[src/rtl/canRespPkg.sv]
package canRespPkg;
  localparam int ID_W     = 29;
  localparam int STD_ID_W = 11;
  localparam int CODE_W   = 4;
  localparam logic [CODE_W-1:0] CODE_AUTO_REPLY = 4'b1010;

  // Strobes from control to datapath
  typedef struct packed {
    logic load;   // capture the selected buffer as the pending reply
  } ctrlStrobeT;
endpackage

[src/rtl/canRespDatapath.sv]
module canRespDatapath
  import canRespPkg::*;
#(
  parameter int NUM_BUF = 8,
  parameter int DATA_W  = 64,
  localparam int IDX_W  = (NUM_BUF > 1) ? $clog2(NUM_BUF) : 1
) (
  input  logic              clk,
  input  logic              rstN,
  input  logic              cfgWrEn,
  input  logic [IDX_W-1:0]  cfgIdx,
  input  logic [CODE_W-1:0] cfgCode,
  input  logic [ID_W-1:0]   cfgId,
  input  logic              cfgIde,
  input  logic              cfgRtr,
  input  logic [DATA_W-1:0] cfgData,
  input  logic [ID_W-1:0]   rxId,
  input  logic              rxIde,
  input  ctrlStrobeT        strb,
  output logic              anyHit,
  output logic [IDX_W-1:0]  txBufIdx,
  output logic              txRemote,
  output logic [ID_W-1:0]   txId,
  output logic              txIde,
  output logic [DATA_W-1:0] txData
);

  // Message buffer bank
  logic [CODE_W-1:0] codeQ [NUM_BUF];
  logic [ID_W-1:0]   idQ   [NUM_BUF];
  logic              ideQ  [NUM_BUF];
  logic              rtrQ  [NUM_BUF];
  logic [DATA_W-1:0] dataQ [NUM_BUF];

  always_ff @(posedge clk or negedge rstN) begin
    if (!rstN) begin
      for (int i = 0; i < NUM_BUF; i++) begin
        codeQ[i] <= '0;
        idQ[i]   <= '0;
        ideQ[i]  <= 1'b0;
        rtrQ[i]  <= 1'b0;
        dataQ[i] <= '0;
      end
    end else if (cfgWrEn && (int'(cfgIdx) < NUM_BUF)) begin
      codeQ[cfgIdx] <= cfgCode;
      idQ[cfgIdx]   <= cfgId;
      ideQ[cfgIdx]  <= cfgIde;
      rtrQ[cfgIdx]  <= cfgRtr;
      dataQ[cfgIdx] <= cfgData;
    end
  end

  // Per-buffer comparators
  logic [NUM_BUF-1:0] hitVec;

  for (genvar g = 0; g < NUM_BUF; g++) begin : gCmp
    logic idEq;
    logic codeOk;
    assign codeOk = (codeQ[g] == CODE_AUTO_REPLY);
    assign idEq   = rxIde ? (idQ[g] == rxId)
                          : (idQ[g][STD_ID_W-1:0] == rxId[STD_ID_W-1:0]);
    assign hitVec[g] = codeOk && (ideQ[g] == rxIde) && idEq;
  end

  // Lowest index wins
  logic [IDX_W-1:0] selIdx;
  always_comb begin
    selIdx = '0;
    for (int i = NUM_BUF - 1; i >= 0; i--) begin
      if (hitVec[i]) selIdx = IDX_W'(i);
    end
  end
  assign anyHit = |hitVec;

  // Snapshot of the pending reply
  always_ff @(posedge clk or negedge rstN) begin
    if (!rstN) begin
      txBufIdx <= '0;
      txRemote <= 1'b0;
      txId     <= '0;
      txIde    <= 1'b0;
      txData   <= '0;
    end else if (strb.load) begin
      txBufIdx <= selIdx;
      txRemote <= rtrQ[selIdx];
      txId     <= idQ[selIdx];
      txIde    <= ideQ[selIdx];
      txData   <= dataQ[selIdx];
    end
  end

endmodule

[src/rtl/canRespControl.sv]
module canRespControl
  import canRespPkg::*;
(
  input  logic       clk,
  input  logic       rstN,
  input  logic       rxRemoteStb,
  input  logic       anyHit,
  input  logic       txAccept,
  output ctrlStrobeT strb,
  output logic       txReq
);

  typedef enum logic {ST_IDLE, ST_PEND} stateT;
  stateT state, stateNxt;

  always_comb begin
    stateNxt  = state;
    strb.load = 1'b0;
    unique case (state)
      ST_IDLE: if (rxRemoteStb && anyHit) begin
        strb.load = 1'b1;
        stateNxt  = ST_PEND;
      end
      ST_PEND: if (txAccept) stateNxt = ST_IDLE;
      default: stateNxt = ST_IDLE;
    endcase
  end

  always_ff @(posedge clk or negedge rstN) begin
    if (!rstN) state <= ST_IDLE;
    else       state <= stateNxt;
  end

  assign txReq = (state == ST_PEND);

endmodule

[src/rtl/canRemoteResponder.sv]
module canRemoteResponder
  import canRespPkg::*;
#(
  parameter int NUM_BUF = 8,
  parameter int DATA_W  = 64,
  localparam int IDX_W  = (NUM_BUF > 1) ? $clog2(NUM_BUF) : 1
) (
  input  logic              clk,
  input  logic              rstN,
  input  logic              cfgWrEn,
  input  logic [IDX_W-1:0]  cfgIdx,
  input  logic [3:0]        cfgCode,
  input  logic [28:0]       cfgId,
  input  logic              cfgIde,
  input  logic              cfgRtr,
  input  logic [DATA_W-1:0] cfgData,
  input  logic              rxRemoteStb,
  input  logic [28:0]       rxId,
  input  logic              rxIde,
  input  logic              txAccept,
  output logic              txReq,
  output logic [IDX_W-1:0]  txBufIdx,
  output logic              txRemote,
  output logic [28:0]       txId,
  output logic              txIde,
  output logic [DATA_W-1:0] txData
);

  ctrlStrobeT strb;
  logic       anyHit;

  canRespDatapath #(.NUM_BUF(NUM_BUF), .DATA_W(DATA_W)) u_dp (
    .clk(clk), .rstN(rstN),
    .cfgWrEn(cfgWrEn), .cfgIdx(cfgIdx), .cfgCode(cfgCode), .cfgId(cfgId),
    .cfgIde(cfgIde), .cfgRtr(cfgRtr), .cfgData(cfgData),
    .rxId(rxId), .rxIde(rxIde), .strb(strb), .anyHit(anyHit),
    .txBufIdx(txBufIdx), .txRemote(txRemote), .txId(txId),
    .txIde(txIde), .txData(txData)
  );

  canRespControl u_ctl (
    .clk(clk), .rstN(rstN), .rxRemoteStb(rxRemoteStb), .anyHit(anyHit),
    .txAccept(txAccept), .strb(strb), .txReq(txReq)
  );

endmodule

[config.mk]
export PLATFORM = sky130hd
export DESIGN_NAME = canRemoteResponder
export DESIGN_NICKNAME = d
export VERILOG_FILES = /design/src/rtl/canRespPkg.sv /design/src/rtl/canRespDatapath.sv /design/src/rtl/canRespControl.sv /design/src/rtl/canRemoteResponder.sv
export SDC_FILE = /design/constraint.sdc
export NUM_CORES = 1
export LEC_CHECK = 0
export BUFFER_PORTS_ARGS = -buffer_cell sky130_fd_sc_hd__buf_4
export CORE_MARGIN = 3
export CORE_UTILIZATION = 60
export CTS_CLUSTER_DIAMETER = 80
export DETAILED_ROUTE_END_ITERATION = 16
export HOLD_SLACK_MARGIN = 0.06
export PLACE_DENSITY = 0.9
export SKIP_LAST_GASP = 1
export SLEW_MARGIN = 20
export SYNTH_ARGS = -nofsm -noshare
export SYNTH_HDL_FRONTEND = slang
export SYNTH_HIERARCHICAL = 1
export SYNTH_SLANG_ARGS = --single-unit
[constraint.sdc]
create_clock -name clk -period 4.2 [get_ports clk]
set_input_delay 1.26 -clock clk [delete_from_list [all_inputs] [get_ports clk]]
set_output_delay 1.26 -clock clk [all_outputs]
set_load 0.03 [all_outputs]
## After elaboration in Yosys (flattened, before gate mapping)

Cells that the tools add are included.
W data, S select, Z words.

- Word-level logic and storage cells: 148
- Input bits: 137
- Output and inout bits: 99
- Flip-flop bits (word level): 891

- Eq/ne operators: 32
- Multiplexer cells: 45
- Reduce and logical (&&, ||, !) cells: 19
- Bitwise logic cells: 3
- $lt $le $gt $ge: 3

Operators by type and width:

| kind | count |
|---|---|
| $bwmux W512 | 1 |
| $bwmux W232 | 1 |
| $eq A29 B29 Y1 | 8 |
| $bmux W64 S3 | 1 |
| $demux W64 S3 | 1 |
| $mux W64 | 3 |
| $eq A11 B11 Y1 | 8 |
| $bmux W29 S3 | 1 |
| $demux W29 S3 | 1 |
| $mux W29 | 3 |
| $bwmux W32 | 1 |
| $eq A4 B4 Y1 const B | 8 |
| $mux W3 | 8 |
| $logic_and A1 B1 Y1 | 18 |
| $bwmux W8 | 2 |
| $mux W1 | 16 |
| $demux W4 S3 | 1 |
| $eq A1 B1 Y1 | 8 |
| $ge A4 B4 Y1 const B | 2 |
| $not A3 Y4 | 2 |
| $reduce_or A8 Y1 | 1 |
| $bmux W1 S3 | 2 |
| $lt A4 B1 Y1 const B | 1 |
| $mux W4 | 1 |
| other kinds (3) | 3 |

## Depth between registers and ports, before layout

Gate-level depths: netlist of run 1.

- Depth after elaboration: 15
- Gate-level depth with buffers: 18

## By module

Netlist of run 1, hierarchy kept.

Modules (own cells, without submodules):

| module | times used | area each (um^2) | cells an instance | seq. area each (um^2) |
|---|---|---|---|---|
| canRespDatapath | 1 | 41818.9 | 3184 | 22271.4 |
| canRespControl | 1 | 42.5 | 4 | 25.0 |

## Worst setup path before layout of run 1

No wires, ideal clock.

- Path kind: input port to flip-flop
- Start: input port rxId[17]
- End: register u_dp.txData[0]
- Arrival: 4.308 ns
- Required time: 4.069 ns
- Stages on the path: 15
- Library setup time: 0.131 ns
- Setup slack: -0.240 ns
- Cells stage by stage: clkbuf_1 xor2_1 nor4_1 nand3_1 o41a_1 nor4_1 nor2_1 nand4_1 nand2_1 nor2_1 clkbuf_1 clkbuf_1 clkbuf_1 o22ai_1 or3_1

- Elaborated cells on any way between the ends: 40
- Those cells by class: 8 x eq/ne; 21 x mux; 1 x bitwise; 10 x reduce/logical

RTL lines:

| element | line | source |
|---|---|---|
| from (decl) | canRemoteResponder.sv:18 | `input logic [28:0] rxId,` |
| $eq A29 B29 Y1 | canRespDatapath.sv:60 | `assign idEq = rxIde ? (idQ[g] == rxId)` |
| $mux W1 | canRespDatapath.sv:60 |  |
| $logic_and A1 B1 Y1 | canRespDatapath.sv:62 | `assign hitVec[g] = codeOk && (ideQ[g] == rxIde) && idEq;` |
| $reduce_or A8 Y1 (*) | canRespDatapath.sv:73 | `assign anyHit = \|hitVec;` |
| via anyHit | canRemoteResponder.sv:30 | `logic anyHit;` |
| $logic_and A1 B1 Y1 (*) | canRespControl.sv:20 | `ST_IDLE: if (rxRemoteStb && anyHit) begin` |
| $mux W1 (*) | canRespControl.sv:20 |  |
| $mux W1 (*) | canRespControl.sv:19 | `unique case (state)` |
| via strb | canRemoteResponder.sv:29 | `ctrlStrobeT strb;` |
| to (signal assigned) | canRespDatapath.sv:88 | `txData <= dataQ[selIdx];` |
| to (decl) | canRespDatapath.sv:25 | `output logic [DATA_W-1:0] txData` |

Mark *: on every way through the listed nets, which the timed path passes. The rest lies on a longest branch. The select of a mux whose other input is x is not followed.
A chain may end at the register's enable or synchronous reset.

## Worst setup path after layout of run 1

- Start: input port rxId[11]
- End: register u_dp.txData[7]

- Longest elaborated chain between the ends: 15
- Elaborated cells on any way between the ends: 40
- Those cells by class: 8 x eq/ne; 21 x mux; 1 x bitwise; 10 x reduce/logical

RTL lines:

| element | line | source |
|---|---|---|
| $eq A29 B29 Y1 | canRespDatapath.sv:60 |  |
| $mux W1 | canRespDatapath.sv:60 |  |
| $logic_and A1 B1 Y1 | canRespDatapath.sv:62 |  |
| $mux W3 (8 in a row) | canRespDatapath.sv:70 | `if (hitVec[i]) selIdx = IDX_W'(i);` |
| $not A3 Y4 (not written as such) | canRespDatapath.sv:88 |  |
| $bmux W64 S3 | canRespDatapath.sv:88 |  |
| $mux W64 (not written as such) (2 in a row) | canRespDatapath.sv:88 |  |

Several ways; a longest one is shown, not always the timed one. The select of a mux whose other input is x is not followed.

==> results of run 1 <==
sequential cells by signal, summed over array words and instances (netlist names):
| signal | count |
|---|---|
| u_ctl/txReq | 1 |
| u_dp/codeQ | 32 |
| u_dp/dataQ | 512 |
| u_dp/idQ | 232 |
| u_dp/ideQ | 8 |
| u_dp/rtrQ | 8 |
| u_dp/txBufIdx | 3 |
| u_dp/txData | 64 |
| u_dp/txId | 29 |
| u_dp/txIde | 1 |
| u_dp/txRemote | 1 |
path summary, 6_finish.rpt:
path	startpoint	to	slack, ns	depth (start not counted)
min in group asynchronous	rstN	u_dp/txId[16]$_DFFE_PN0P_	0.57	1
setup reg to reg	u_dp/codeQ[20]$_DFFE_PN0P_	u_dp/txData[59]$_DFFE_PN0P_	0.04	15
setup / recovery	rxId[11]	u_dp/txData[7]$_DFFE_PN0P_	0.03	15
hold reg to reg	u_dp/codeQ[1]$_DFFE_PN0P_	u_dp/codeQ[1]$_DFFE_PN0P_	0.50	1
max in group asynchronous	rstN	u_dp/dataQ[361]$_DFFE_PN0P_	2.47	2
hold / removal	u_dp/codeQ[1]$_DFFE_PN0P_	u_dp/codeQ[1]$_DFFE_PN0P_	0.50	1
cell families after synthesis:
| logic type | count (synthesis) | share of synthesized area |
|---|---|---|
| AO/OA/AOI/OAI | 213 | 0.0335 |
| XOR/XNOR | 242 | 0.0506 |
| buffers and inverters | 310 | 0.0321 |
| flip-flops | 891 | 0.533 |
| multiplexers | 1176 | 0.305 |
| AND/OR/NAND/NOR | 356 | 0.0461 |
stage by stage:
step / TNS [ns] / hold WS (ns) / cells / power, mW
finish: 0 / 0.504 / 4584 / 24.0
floorplan: -1.89 / 0.470 / 3188 / 13.9
global placement: -53.69 / 0.479 / 4398 / 15.2
detailed placement: -63.70 / 0.487 / 4398 / 15.5
CTS: 0 / 0.498 / 4567 / 24.0
global route: -0.297 / 0.510 / 4582 / 24.9
Yosys cell counts, drive strengths merged, types with 5 or more instances:
library cell	instances
nor3	7
mux2i	382
nand2	25
inv	97
nand2b	5
nand4	19
xor2	150
nand3	20
nor4	30
nor4bb	8
clkbuf	112
buf	101
or4	8
nand4b	7
o22ai	190
or3	95
xnor2	92
dfrtp	891
nor2	115
o41ai	6
mux2	794
power by group:
| group | leakage (nW) | switching, mW | internal, mW |
|---|---|---|---|
| registers | 10.4 | 1.24 | 10.3 |
| clock network | 1.54 | 3.53 | 4.90 |
| logic | 11.5 | 1.82 | 2.26 |
worst reg2reg max path, delay by kind of cell (launching register included):
| kind | cells | cell delay (ns) |
|---|---|---|
| simple gates | 5 | 1.91 |
| buf+inv | 5 | 0.92 |
| compound gates | 4 | 0.54 |
| flops | 1 | 0.39 |
| mux | 1 | 0.27 |
repair_timing:
item                                   in CTS  in global routing
endpoints found under the hold margin       0                  0
setup buffers                               0                  5
setup endpoints to repair                  65                 95
gates cloned                                0                  3
pin swaps                                   0                  8
gates resized for setup                     4                 19
metal layers:
| layer | up-vias | part of all wire | GRT usage | wire length [um] |
|---|---|---|---|---|
| met5 | - | 0.00026 | 0 | 32 |
| met4 | 6 | 0.051 | 0.169 | 6120 |
| met3 | 383 | 0.076 | 0.0701 | 9140 |
| met2 | 1404 | 0.49 | 0.542 | 59400 |
| met1 | 14900 | 0.38 | 0.394 | 46200 |
| li1 | 12200 | - | - | - |
area by class of cell:
cell class / count / area share
clock inverter: 40 / 0.00968
antenna: 9 / 0.000450
inverter: 97 / 0.00728
tap: 931 / 0.0233
multi-input combinational: 1987 / 0.368
timing repair buffer: 500 / 0.0924
clock buffer: 129 / 0.0534
sequential: 891 / 0.446
==> metrics.yaml, run 1 <==
power_and_ir_drop:
  powerDensity_mw_per_mm2: 480
  power.leakage_nw: 23.5
  vdd_drop_max_uv: 426
timing:
  worst_slew_pin_slew_ns: 1.01
  setup_viol: 0
  max_freq_mhz: 240
  fin_ws_ns: 0.0298
  period_share: 0.993
  finalHoldViolCount: 0
  slew_viol_final: 0
  max_slew_margin: 0.321
  layout_min_cycle_time_ns: 4.17
  clock-skew-final_ns: 0.0429
floorplanning:
  die_h_um: 270
  ioPinCount: 236
  start_util: 0.608
  die_w_um: 270
  rows: 96
  fp.dieArea_mm2: 0.0730
  coreArea_mm2: 0.0688
drt:
  ant_nets: 0
  drc: 0
  viasPerCell: 6.30
  drt_iter0_drc: 2699
  vias: 28900
  drt_wl_total_mm: 121
  wl_per_cell_um: 26.4
  firstDrtPassIters: 5
grt:
  grt_start_max_net_pins: 130
  antenna_found_initial: 12
  grt_use_total: 0.323
  grt-ovfl-total: 0
  grt_pass1_vias: 31400
  grt_pass1_wl_mm: 183
placed_design:
  place_area_mm2: 0.0466
  place.detailed.hpwl_mm: 73.1
  routabilityCongestion: 1.02
  port_buffers: 235
  preCtsSetupSlack_ns: -0.716
clock_network:
  cts.sinks: 891
  holdBufCountCts: 0
  cts_buffer_depth: 3
  clockRootBuffer: "clkbuf_16"
  clk_pin_slew_worst_paths_ns: 0.06
  cts_buffers: 92
  cts_tree: "built"
  htreeDepth: 3
  insertion_delay_ns: 0.68
logic_synthesis:
  synth_seq_cells: 891
  syn_inst: 3188
  avgSynthCellArea_um2: 13.1
  async_flop_share: 1.00
  yosys_warnings: 6
  synth_edf_count: 0
  synth.distinct_cells: 48
  synth_top_area_share: 0.533
  ys.flop_type: "dfrtp_1"
  syn-num-nets: 3325
  synthTopCellsByArea: "dfrtp_1 (53%), mux2_2 (21%), mux2i_1 (9.1%)"
  yosysTopAreaCell: "dfrtp_1"
  seq_area_frac_synth: 0.533
  synth_area_mm2: 0.0419
setup_path:
  cp_slowest_stage_delay_ns: 0.49
  required_ns: 4.73
  cp_max_fo: 18
  path_buf_inv: 5
  crit_top_cell: "buf_4"
  cp_top_family: "simple AND/OR/NAND/NOR gates"
  crit_type: "primary input to flop"
  cp-start-kind: "primary input"
  cp-end-kind: "flop"
  path_cells: "buf_4, xor2_1, nor4_1, nand3_1, o41a_1, nor4_1, buf_4, a211oi_1, buf_4, o21bai_4, buf_4, clkbuf_16, mux2i_1, o22ai_1, or3_1"
  worst_path_max_delay_cell: "o41a_1"
  crit_arrival_ns: 4.70
finish:
  mostFrequentLayoutCells: "dfrtp_1 (891), mux2_2 (794), buf_4 (431), mux2i_1 (380), o22ai_1 (190)"
  final_util: 0.727
  seqCellArea_mm2: 0.0223
  multiInputGateArea_mm2: 0.0184
  fillers: 4213
  drive_gt1_frac: 0.406
  stdcell_area_mm2: 0.0500
  final_nets: 3706
  area.growth.synth_to_final_pct: 19.6
  final_common_cell: "dfrtp_1"
status:
  status: "completed"
hold_path:
  hp-class: "flop to flop"
flow_run:
  drv_cap: 0
Power figures use the tool's default switching activity.
==> run 2, diff against run 1 <==
- CORE_UTILIZATION: 60 -> 30
- PLACE_DENSITY: 0.9 -> 0.56
==> metrics.yaml, run 2 (same netlist as run 1, synthesis figures left out) <==
status:
  status: "completed"
power_and_ir_drop:
  vdd_drop_max_uv: 379  # -11%
  intPower_mw: 18.1  # +4.0%
  total_power_mw: 24.8  # +3.0%
  p_switching_mw: 6.62  # +0.39%
  switching_share: 0.267  # -0.00703
  power.share.combinational: 0.162  # -0.008
  seq_power_share: 0.459  # -0.020
  power.leakage_nw: 23.9  # +1.8%
  clkPwrFrac: 0.379  # +0.028
  powerDensity_mw_per_mm2: 477  # -0.77%
floorplanning:
  start_util: 0.303  # -0.305
  fp.dieArea_mm2: 0.144  # +97%
  rows: 136  # +42%
  die_w_um: 380  # +40%
  ioPinCount: 236  # unchanged
  die_h_um: 380  # +40%
  coreArea_mm2: 0.138  # +100%
timing:
  clock-skew-final_ns: 0.0477  # +0.00481 ns
  worst_slew_pin_slew_ns: 0.891  # -0.123 ns
  layout_min_cycle_time_ns: 4.14  # -0.0329 ns
  max_freq_mhz: 242  # +0.79%
  slew_viol_final: 0  # unchanged
  max_slew_margin: 0.406  # +0.0857
  setup_viol: 0  # unchanged
  period_share: 0.985  # -0.00783
  finalHoldViolCount: 0  # unchanged
drt:
  wl_per_cell_um: 23.1  # -12%
  drt_iter0_drc: 1605  # -41%
  viasPerCell: 4.93  # -22%
  vias: 27400  # -5.3%
  drt_wl_total_mm: 129  # +6.4%
  firstDrtPassIters: 5  # unchanged
  ant_nets: 0  # unchanged
  drc: 0  # unchanged
finish:
  final_cells: 5554  # +21%
  seqCellArea_mm2: 0.0223  # unchanged
  fillers: 13400  # +220%
  biggestRegsByFlops: "u_dp/dataQ: 512 flops, u_dp/idQ: 232 flops, u_dp/txData: 64 flops"
  final_common_cell: "dfrtp_1"
  area.growth.synth_to_final_pct: 24.1
  drive_gt1_frac: 0.411  # +0.00439
  regMostFlops: "u_dp/dataQ"
  final_nets: 3732  # +0.70%
  mostFrequentLayoutCells: "dfrtp_1 (891), mux2_2 (794), buf_4 (428), mux2i_1 (382), o22ai_1 (190)"
  largest_reg_flops: 512  # unchanged
  multiInputGateArea_mm2: 0.0184  # about the same
placed_design:
  place.detailed.hpwl_mm: 82.6  # +13%
  port_buffers: 235  # unchanged
  dp_cells: 5337  # +21%
  routabilityCongestion: 0.900  # -12%
grt:
  grt_start_max_net_pins: 105  # -19%
  antenna_found_initial: 21  # +9
  grt_pass1_vias: 28600  # -8.9%
  grt_pass1_wl_mm: 191  # +4.7%
  grt-ovfl-total: 0  # unchanged
  grt_use_total: 0.175  # -0.148
setup_path:
  crit_type: "primary input to flop"
  cp-end-kind: "flop"
  cp_max_fo: 40  # +22
  cp-start-kind: "primary input"
  crit_arrival_ns: 4.70  # about the same
  required_ns: 4.77  # +0.04 ns
clock_network:
  clockRootBuffer: "clkbuf_16"
  htreeDepth: 3  # unchanged
  cts_tree: "built"
  cts.sinks: 891  # unchanged
  clk_pin_slew_worst_paths_ns: 0.06  # about the same
  cts_buffer_depth: 3  # unchanged
  insertion_delay_ns: 0.73  # +0.05 ns
  cts_buffers: 104  # +13%
  holdBufCountCts: 0  # unchanged
flow_run:
  drv_cap: 0  # unchanged
hold_path:
  hp-class: "primary input to asynchronous set/reset pin"
[run 2: cell count changes in the layout (fill, tap and decap cells not counted), moves of 3 or more]
cell	before	now
clkbuf_16	96	107
o41ai_2	5	2
buf_4	431	428
buf_12	63	78
clkinvlp_4	7	4
clkbuf_8	21	26
clkbuf_1	15	20
inv_6	1	4
clkinv_4	0	3
[run 2: stage by stage]
stage | setup WS, ns | hold slack (ns) | utilization | setup TNS [ns] | cell area (um^2)
final | 0.0626 | 0.472 | 0.377 | 0 | 52000
after global routing | -0.00652 | 0.451 | 0.376 | -0.00652 | 52000
after CTS | 0.0417 | 0.440 | 0.374 | 0 | 51700
after detailed placement | -1.03 | 0.487 | 0.348 | -94.27 | 48000
after global placement | -1.03 | 0.482 | 0.348 | -87.32 | 48000
after floorplan | -0.0259 | 0.470 | - | -1.89 | 41900
[run 2: repair_timing]
| item | in CTS | in global routing |
|---|---|---|
| resized for setup | 7 | 18 |
| pin swaps | 0 | 13 |
| gates cloned | 0 | 2 |
| endpoints found under the setup margin | 95 | 95 |
| buffers inserted | 0 | 13 |
[run 2: metal layers]
metal / part of all wire / global-route usage / wire length, um / vias up
met4: 0.021 / 0.0473 / 2750 / 16
met5: 0.00088 / 0 / 113 / -
met2: 0.45 / 0.271 / 58300 / 565
li1: - / - / - / 12300
met1: 0.47 / 0.244 / 60300 / 14300
met3: 0.054 / 0.0417 / 6990 / 167
[run 2: critical path, cell delays in order]
cell,delay [ns]
buf_4,0.14
buf_4,0.16
xnor2_1,0.17
buf_4,0.15
nand4_1,0.07
or4_1,0.41
nor4b_1,0.51
buf_4,0.20
and2_1,0.13
a222oi_1,0.08
buf_4,0.15
buf_4,0.15
buf_12,0.14
nand2_4,0.14
buf_12,0.30
nor2_1,0.09
or3_1,0.38
[run 2: worst paths after layout]
path                                             from                           to  slack [ns]  depth (start not counted)
setup / recovery                              rxId[7]  u_dp/txData[22]$_DFFE_PN0P_        0.06                         17
hold reg to reg            u_dp/codeQ[21]$_DFFE_PN0P_   u_dp/codeQ[21]$_DFFE_PN0P_        0.50                          1
setup reg to reg           u_dp/codeQ[16]$_DFFE_PN0P_  u_dp/txData[22]$_DFFE_PN0P_        0.19                         14
hold / removal                                   rstN   u_dp/dataQ[27]$_DFFE_PN0P_        0.47                          1
max in group asynchronous                        rstN     u_dp/idQ[25]$_DFFE_PN0P_        2.60                          2
min in group clk           u_dp/codeQ[21]$_DFFE_PN0P_   u_dp/codeQ[21]$_DFFE_PN0P_        0.50                          1
[run 2: power by group through the flow]
stage	Combinational, mW	Sequential, mW	Clock (mW)
2_1_floorplan	2.68	11.2	0
3_3_place_gp	3.91	11.5	0
3_5_place_dp	3.99	11.5	0
4_1_cts	4.01	11.4	9.64
5_1_grt	4.36	11.6	9.99
6_report	4.01	11.4	9.39
[run 2: layout make-up]
type | instances | area share
diodes | 8 | 0.000385
clock inverters | 43 | 0.0105
well taps | 1863 | 0.0449
multi-input cells | 1987 | 0.355
flip-flops and latches | 891 | 0.429
inverters | 97 | 0.00701
clock buffers | 151 | 0.0589
repair buffers | 514 | 0.0946
==> run 3, diff against run 2 <==
- MAX_ROUTING_LAYER: not set -> met4
==> metrics.yaml, run 3 (same netlist as run 1, synthesis figures left out) <==
grt:
  grt-ovfl-total: 0  # unchanged
  grt_pass1_vias: 28500  # -0.22%
  grt_use_total: 0.180  # +0.00523
  grt_pass1_wl_mm: 192  # about the same
  antenna_found_initial: 20  # -4.8%
  grt_start_max_net_pins: 105  # unchanged
finish:
  stdcell_area_mm2: 0.0520  # about the same
  area.growth.synth_to_final_pct: 24.1  # about the same
  regMostFlops: "u_dp/dataQ"
  fillers: 13400  # +0.015%
  drive_gt1_frac: 0.410  # -0.000703
  largest_reg_flops: 512  # unchanged
  final_nets: 3731  # -0.027%
  final_util: 0.377  # about the same
  final_cells: 5560  # +0.11%
  final_common_cell: "dfrtp_1"
  biggestRegsByFlops: "u_dp/dataQ: 512 flops, u_dp/idQ: 232 flops, u_dp/txData: 64 flops"
  mostFrequentLayoutCells: "dfrtp_1 (891), mux2_2 (794), buf_4 (427), mux2i_1 (382), o22ai_1 (190)"
timing:
  setup_viol: 0  # unchanged
  clock-skew-final_ns: 0.0480  # +0.000233 ns
  worst_slew_pin_slew_ns: 0.894  # +0.00330 ns
  max_freq_mhz: 241  # -0.13%
  fin_ws_ns: 0.0574  # -0.00522 ns
  period_share: 0.986  # +0.00124
  finalHoldViolCount: 0  # unchanged
  layout_min_cycle_time_ns: 4.14  # +0.00522 ns
  max_slew_margin: 0.404  # -0.00220
  slew_viol_final: 0  # unchanged
clock_network:
  htreeDepth: 3  # unchanged
  cts_buffers: 104  # unchanged
  cts.sinks: 891  # unchanged
  cts_tree: "built"
  clockRootBuffer: "clkbuf_16"
  cts_buffer_depth: 3  # unchanged
  clk_pin_slew_worst_paths_ns: 0.06  # about the same
  insertion_delay_ns: 0.73  # about the same
  holdBufCountCts: 0  # unchanged
status:
  status: "completed"
power_and_ir_drop:
  power.leakage_nw: 23.9  # about the same
  intPower_mw: 18.1  # about the same
  powerDensity_mw_per_mm2: 476  # about the same
  p_switching_mw: 6.61  # about the same
  vdd_drop_max_uv: 380  # +0.34%
  total_power_mw: 24.8  # about the same
  seq_power_share: 0.459  # about the same
  switching_share: 0.267  # about the same
  power.share.combinational: 0.162  # about the same
  clkPwrFrac: 0.379  # about the same
drt:
  firstDrtPassIters: 5  # unchanged
  wl_met3_mm: 6.93  # -0.93%
  vias: 27400  # -0.080%
  drt_wl_total_mm: 129  # about the same
  wl_met1_mm: 60.5  # +0.28%
  drt_iter0_drc: 1586  # -1.2%
  drc: 0  # unchanged
  viasPerCell: 4.92  # -0.19%
  topRoutingLayerUsed: "met4"
  met2_length_mm: 58.1  # -0.31%
  ant_nets: 0  # unchanged
  wl_per_cell_um: 23.1  # about the same
placed_design:
  port_buffers: 235  # unchanged
  place_area_mm2: 0.0480  # unchanged
  routabilityCongestion: 0.916  # +1.8%
  dp_cells: 5337  # unchanged
  place.detailed.hpwl_mm: 82.6  # unchanged
  preCtsSetupSlack_ns: -1.03  # unchanged
floorplanning:
  die_w_um: 380  # unchanged
  coreArea_mm2: 0.138  # unchanged
  start_util: 0.303  # unchanged
  ioPinCount: 236  # unchanged
  die_h_um: 380  # unchanged
  fp.dieArea_mm2: 0.144  # unchanged
  rows: 136  # unchanged
setup_path:
  crit_arrival_ns: 4.74  # +0.04 ns
  cp-start-kind: "primary input"
  cp_max_fo: 8  # -80%
  cp-end-kind: "flop"
  crit_type: "primary input to flop"
  required_ns: 4.80  # +0.03 ns
flow_run:
  drv_cap: 0  # unchanged
hold_path:
  hp-class: "primary input to asynchronous set/reset pin"
run 3: cell types whose count changed in the layout (fill, tap and decap cells not counted), sizes merged:
cell,delta
buf,-1
diode,+7
run 3: metal layers:
metal	vias up	GRT usage
met5	-	-
met4	0	0.0472
met3	171	0.0409
met2	583	0.272
met1	14300	0.245
li1	12300	-
run 3: worst paths after layout:
path                       slack (ns)                          to  cells after the start                       start
setup / recovery                 0.06  u_dp/txData[7]$_DFFE_PN0P_                     19                    rxId[28]
hold / removal                   0.47  u_dp/dataQ[91]$_DFFE_PN0P_                      1                        rstN
setup reg to reg                 0.19  u_dp/txData[7]$_DFFE_PN0P_                     16  u_dp/codeQ[22]$_DFFE_PN0P_
hold reg to reg                  0.50  u_dp/codeQ[21]$_DFFE_PN0P_                      1  u_dp/codeQ[21]$_DFFE_PN0P_
max in group asynchronous        2.63   u_dp/idQ[169]$_DFFE_PN0P_                      2                        rstN
min in group clk                 0.50  u_dp/codeQ[21]$_DFFE_PN0P_                      1  u_dp/codeQ[21]$_DFFE_PN0P_
run 3: final cells by class:
class	instances	area [um^2]	share of cell area
repair buffers	513	4910	0.0945
inverters	97	364	0.00701
diodes	15	37.5	0.000722
multi-input cells	1987	18400	0.354
flip-flops and latches	891	22300	0.429
clock buffers	151	3060	0.0589
well taps	1863	2330	0.0449
clock inverters	43	544	0.0105
run 3: critical path: stages:
cell	delay, ns
buf_4	0.13
xor2_2	0.19
nor4_2	0.25
buf_4	0.17
nand3_1	0.10
buf_6	0.16
o41ai_4	0.33
buf_4	0.19
and2_1	0.12
inv_1	0.04
a222oi_1	0.32
buf_4	0.17
buf_4	0.13
buf_12	0.13
nand2b_4	0.23
buf_12	0.19
clkbuf_16	0.17
o22ai_1	0.08
or3_1	0.35
run 3: power by group through the flow:
stage,registers (mW),clock network [mW],logic (mW)
finish,11.4,9.38,4.01
global route,11.6,9.99,4.36
CTS,11.4,9.64,4.01
detailed placement,11.5,0,3.99
global placement,11.5,0,3.91
floorplan,11.2,0,2.68
run 3: repair_timing:
item                                    in CTS  in global routing
buffers inserted                             0                 12
pin swaps                                    0                 10
resized for setup                            7                 16
endpoints found under the setup margin      95                 95
cloned                                       0                  2
run 3: metrics by stage:
stage | hold WS, ns | TNS [ns]
2_1_floorplan | 0.470 | -1.89
3_5_place_dp | 0.487 | -94.27
5_1_grt | 0.445 | -0.149
6_report | 0.469 | 0
4_1_cts | 0.440 | 0
3_3_place_gp | 0.482 | -87.32
